`src/rtl/eis_pkg.sv`:
```
package eis_pkg;
  typedef enum logic [1:0] {
    SENSE_LOW  = 2'd0,
    SENSE_FALL = 2'd1,
    SENSE_RISE = 2'd2,
    SENSE_BOTH = 2'd3
  } sense_e;
endpackage

```
`src/rtl/eis_sync.sv`:
```
module eis_sync #(
  parameter int   STAGES  = 2,
  parameter logic RST_VAL = 1'b1
) (
  input  logic clk_i,
  input  logic rst_ni,
  input  logic d_i,
  output logic q_o
);
  logic [STAGES-1:0] chain_q;

  always_ff @(posedge clk_i or negedge rst_ni) begin
    if (!rst_ni) chain_q <= {STAGES{RST_VAL}};
    else         chain_q <= {chain_q[STAGES-2:0], d_i};
  end

  assign q_o = chain_q[STAGES-1];
endmodule

```
`src/rtl/eis_pin.sv`:
```
module eis_pin
  import eis_pkg::*;
#(
  parameter int SYNC_STAGES = 2
) (
  input  logic   clk_i,
  input  logic   rst_ni,
  input  logic   pin_i,
  input  sense_e mode_i,
  input  logic   clr_i,
  output logic   status_o
);
  logic pin_s, pin_d, fall, rise, hit, flag_q;

  eis_sync #(.STAGES(SYNC_STAGES), .RST_VAL(1'b1)) u_sync (
    .clk_i (clk_i),
    .rst_ni(rst_ni),
    .d_i   (pin_i),
    .q_o   (pin_s)
  );

  always_ff @(posedge clk_i or negedge rst_ni) begin
    if (!rst_ni) pin_d <= 1'b1;
    else         pin_d <= pin_s;
  end

  assign fall = pin_d & ~pin_s;
  assign rise = ~pin_d & pin_s;

  always_comb begin
    unique case (mode_i)
      SENSE_FALL: hit = fall;
      SENSE_RISE: hit = rise;
      SENSE_BOTH: hit = fall | rise;
      default:    hit = 1'b0;
    endcase
  end

  // edge beats clear; flag parked at 0 in level mode
  always_ff @(posedge clk_i or negedge rst_ni) begin
    if (!rst_ni)                  flag_q <= 1'b0;
    else if (mode_i == SENSE_LOW) flag_q <= 1'b0;
    else if (hit)                 flag_q <= 1'b1;
    else if (clr_i)               flag_q <= 1'b0;
  end

  assign status_o = (mode_i == SENSE_LOW) ? ~pin_s : flag_q;

  a_r10_edge_wins: assert property (@(posedge clk_i) disable iff (!rst_ni)
    (mode_i != SENSE_LOW && hit) |=> flag_q);

  a_r8_clear_takes: assert property (@(posedge clk_i) disable iff (!rst_ni)
    (mode_i != SENSE_LOW && clr_i && !hit) |=> !flag_q);

  a_r7_flag_holds: assert property (@(posedge clk_i) disable iff (!rst_ni)
    (mode_i != SENSE_LOW && flag_q && !clr_i) |=> flag_q);

  a_r4_rise_ignored: assert property (@(posedge clk_i) disable iff (!rst_ni)
    (mode_i == SENSE_FALL && !flag_q && !(pin_d && !pin_s)) |=> !flag_q);
endmodule

```
`src/rtl/ext_irq_sense.sv`:
```
module ext_irq_sense
  import eis_pkg::*;
#(
  parameter int          NUM_PINS    = 8,
  parameter int          ADDR_W      = 8,
  parameter int          DATA_W      = 32,
  parameter int          SYNC_STAGES = 2,
  parameter int unsigned STATUS_OFF  = 'h10,
  parameter int unsigned SENSE_OFF   = 'h14
) (
  input  logic                clk_i,
  input  logic                rst_ni,
  input  logic [NUM_PINS-1:0] pins_i,
  input  logic                req_i,
  input  logic                we_i,
  input  logic [ADDR_W-1:0]   addr_i,
  input  logic [DATA_W-1:0]   wdata_i,
  output logic [DATA_W-1:0]   rdata_o,
  output logic [NUM_PINS-1:0] irq_o
);
  localparam int SENSE_W = 2 * NUM_PINS;

  logic [SENSE_W-1:0]  sense_q;
  logic [NUM_PINS-1:0] status, clr_vec;
  logic                hit_status, hit_sense, wr_status, wr_sense;

  assign hit_status = (addr_i == ADDR_W'(STATUS_OFF));
  assign hit_sense  = (addr_i == ADDR_W'(SENSE_OFF));
  assign wr_status  = req_i & we_i & hit_status;
  assign wr_sense   = req_i & we_i & hit_sense;
  assign clr_vec    = {NUM_PINS{wr_status}} & ~wdata_i[NUM_PINS-1:0];

  always_ff @(posedge clk_i or negedge rst_ni) begin
    if (!rst_ni)       sense_q <= '0;
    else if (wr_sense) sense_q <= wdata_i[SENSE_W-1:0];
  end

  for (genvar n = 0; n < NUM_PINS; n++) begin : g_pin
    eis_pin #(.SYNC_STAGES(SYNC_STAGES)) u_pin (
      .clk_i   (clk_i),
      .rst_ni  (rst_ni),
      .pin_i   (pins_i[n]),
      .mode_i  (sense_e'(sense_q[2*n +: 2])),
      .clr_i   (clr_vec[n]),
      .status_o(status[n])
    );
  end

  if (SENSE_W < DATA_W) begin : g_spare
    logic unused_wdata;
    assign unused_wdata = ^wdata_i[DATA_W-1:SENSE_W];
  end

  always_comb begin
    rdata_o = '0;
    if (req_i && !we_i) begin
      if (hit_status)     rdata_o[NUM_PINS-1:0] = status;
      else if (hit_sense) rdata_o[SENSE_W-1:0]  = sense_q;
    end
  end

  assign irq_o = status;

  a_r2_sense_written: assert property (@(posedge clk_i) disable iff (!rst_ni)
    wr_sense |=> sense_q == $past(wdata_i[SENSE_W-1:0]));

  a_r11_read_matches_irq: assert property (@(posedge clk_i) disable iff (!rst_ni)
    (req_i && !we_i && hit_status) |-> rdata_o[NUM_PINS-1:0] == irq_o);
endmodule

```
`config.mk`:
```
export PLATFORM = sky130hd
export DESIGN_NAME = ext_irq_sense
export DESIGN_NICKNAME = d
export VERILOG_FILES = /design/src/rtl/eis_pkg.sv /design/src/rtl/eis_sync.sv /design/src/rtl/eis_pin.sv /design/src/rtl/ext_irq_sense.sv
export SDC_FILE = /design/constraint.sdc
export NUM_CORES = 1
export LEC_CHECK = 0
export BUFFER_PORTS_ARGS = -buffer_cell sky130_fd_sc_hd__buf_2
export CORE_MARGIN = 2
export CORE_UTILIZATION = 55
export CTS_BUF_LIST = sky130_fd_sc_hd__clkbuf_4 sky130_fd_sc_hd__clkbuf_8
export DETAILED_ROUTE_END_ITERATION = 8
export PLACE_DENSITY = 0.9
export SLEW_MARGIN = 10
export SYNTH_ARGS = -nofsm -noshare
export SYNTH_HDL_FRONTEND = slang
export SYNTH_HIERARCHICAL = 1
export SYNTH_SLANG_ARGS = --single-unit
```
`constraint.sdc`:
```
create_clock -name clk_i -period 2.8 [get_ports clk_i]
set_input_delay 0.56 -clock clk_i [delete_from_list [all_inputs] [get_ports clk_i]]
set_output_delay 0.56 -clock clk_i [all_outputs]
set_load 0.1 [all_outputs]
```
==> metrics.txt <==
status=completed; DR iter-0 viols=85; startpoint types=primary input; Synth Area in Adders=0.0814; RSZ-0062 raised after global routing=no; n_diodes=0; vias per cell=5.19; TNS Setup=0 ns; Post-Synth XOR/XNOR Area=0; post-synthesis cell count=227; area of the mapped netlist=2460 um2; H-tree depth=2; GRT Total Usage=0.225; largest net degree at the start of global routing=46; Resized cells post-CTS=0; Distinct cells, synth=24; DRT Wirelength=5070 um; routed length per instance=14.6 um; number of clock buffers inserted by TritonCTS=5; Final Hold Violating Endpoints=0; Post-Place Setup Slack=0.343 ns; simple logic cell fraction of the synthesized area=0.155; Port Buffers=59; sequential area share after synthesis=0.501; Largest delay share family, worst path=simple AND/OR/NAND/NOR gates; Max-slew headroom=0.367; power density over the cells=455 nW/um2; height of the die=70.9 um; die width=70.9 um; compound-cell area share of the yosys netlist=0.0733; GRT overflow=0; f_max=404 MHz; core area=4320 um2; Finish-stage setup viols=0; Hold-fix buffers, CTS=0; worst hold path type=in -> reg; CTS Sinks=48; CP Class=in -> out; most common cell after layout, fill and taps aside=buf_2; Tot Pwr=1.49 mW; Final Cycle Share=0.883; Worst Tran Pin Value=0.949 ns; Clock Pin Slew Worst Setup and Hold Paths=0.08 ns; CP Max Fanout=7; final setup margin=0.328 ns; std cell rows=24; CP bufs+invs=2; Critical Path RT=2.24 ns; Syn. warnings=6; Nets=362; worst-path cell chain=buf_2 > nor4b_4 > and4b_1 > and2_1 > buf_12; Crit path arrival time=1.91 ns; commonest non-fill, non-tap cells in the layout=buf_2 (43), nor2_1 (32), dfrtp_1 (24), dfstp_2 (24), buf_12 (17); Bufs on Longest Clock Path=2; multiplexer share of the synthesized area=0.106; Routed Antenna Nets=0; RD Place Congestion=0.788; Max IR drop VDD=0.000415 V; 1st-pass router iterations=4; # DRC=0; clk_lat worst skew=0.30 ns; vias in the first global route=1,965; hold slack=0.347 ns; clock root cell=clkbuf_8; crit-path max cell delay=0.41 ns; Boundary Pins=92; hpwl dp=3820 um; Worst Setup End Kind=primary output; Initial Utilization=0.569; share of cells above drive strength 1=0.390; first-pass GRT wire length=8650 um; Yosys reg bits=48; Die Area=5020 um2; CTS tree=built; Area Overhead vs Synth=33.4%; Final Critical Period=2.47 ns; via count=1,801; Layout Skew=0.00862 ns; leakage power=1.57 nW; syn avg cell area=10.8 um2; max_cap viols=0; antenna violations before repair=0; max-slew violation count=0; Slowest-stage cell, CP=and4b_1; largest family of logic cells by synthesized area=simple AND/OR/NAND/NOR gates; Setup Buffers After CTS=0
path summary, 6_finish.rpt:
| kind | start | endpoint | slack, ns | cells after the start |
|---|---|---|---|---|
| worst max-delay path | addr_i[7] | rdata_o[10] | 0.33 | 5 |
| worst min-delay path | pins_i[1] | g_pin[1].u_pin/u_sync/chain_q[0] | 0.35 | 1 |
| worst max register to register | g_pin[7].u_pin/u_sync/chain_q[1] | g_pin[7].u_pin/flag_q | 1.45 | 5 |
| worst min register to register | g_pin[3].u_pin/u_sync/chain_q[0] | g_pin[3].u_pin/u_sync/chain_q[1] | 0.36 | 0 |
| max in group asynchronous | rst_ni | g_pin[7].u_pin/u_sync/chain_q[0] | 1.69 | 2 |
| min in group asynchronous | rst_ni | sense_q[5] | 0.40 | 1 |
synthesized netlist by cell type:
library cell   n  share of area
dfrtp_1       24           0.24
nand2_1        1         0.0015
o21ai_0        8          0.016
and4b_1        1         0.0041
buf_6          1         0.0046
conb_1         1         0.0015
nand3b_1       1         0.0031
buf_4         17          0.052
dfstp_2       24           0.26
inv_1         16          0.024
nand3_1        8          0.016
nor4bb_1       1         0.0041
nor4b_4        2          0.019
nand2b_1       8          0.020
a21oi_1       16          0.033
mux2i_1        8          0.033
clkbuf_1       1         0.0015
a21boi_1       8          0.024
nor2_1        40          0.061
ha_1          16          0.081
mux2_1        16          0.073
and4_1         1         0.0036
nand4b_1       1         0.0036
and2_1         7          0.018
cells by family (layout without fill, tap and decap cells):
family                     Yosys count  after routing
and+or+nand+nor                     71             71
adders and majority gates           16             16
AOI/OAI and AO/OA                   32             32
other                                1             16
buffers and inverters               35             88
DFF                                 48             48
muxes                               24             24
flip-flops by register name, indices dropped and copies added (netlist names):
name,count
g_pin.u_pin/u_sync/chain_q,16
sense_q,16
g_pin.u_pin/flag_q,8
g_pin.u_pin/pin_d,8
metal layers:
metal	share of wire	global-route usage
met3	0.051	0.0613
met5	0	0
met2	0.56	0.412
met4	0.018	0.101
met1	0.37	0.239
through the flow:
stage	utilization	cell area, um2	std cells
floorplan	-	2680	242
detailed placement	0.737	3190	339
global route	0.759	3280	347
global placement	0.737	3190	339
CTS	0.759	3280	347
finish	0.759	3280	347
power by group:
| part | internal (mW) | switching, mW | total [mW] |
|---|---|---|---|
| Clock | 0.198 | 0.221 | 0.419 |
| Sequential | 0.732 | 0.0237 | 0.755 |
| Combinational | 0.0659 | 0.253 | 0.319 |
| Total | 0.996 | 0.498 | 1.49 |
worst reg2reg max path, stage by stage, from the launching register on:
cell and delay (ns):
dfstp_2 0.60, inv_1 0.06, ha_1 0.29, nand3_1 0.09, o21ai_0 0.09, a21boi_1 0.15
final cells by class:
type	count	area, um2
clock buffers	7	83.8
well taps	52	65.1
clock inverters	1	8.76
flip-flops and latches	48	1230
multi-input cells	159	1250
repair buffers	64	586
fillers	272	1040
inverters	16	60.1
Power figures use the tool's default switching activity.
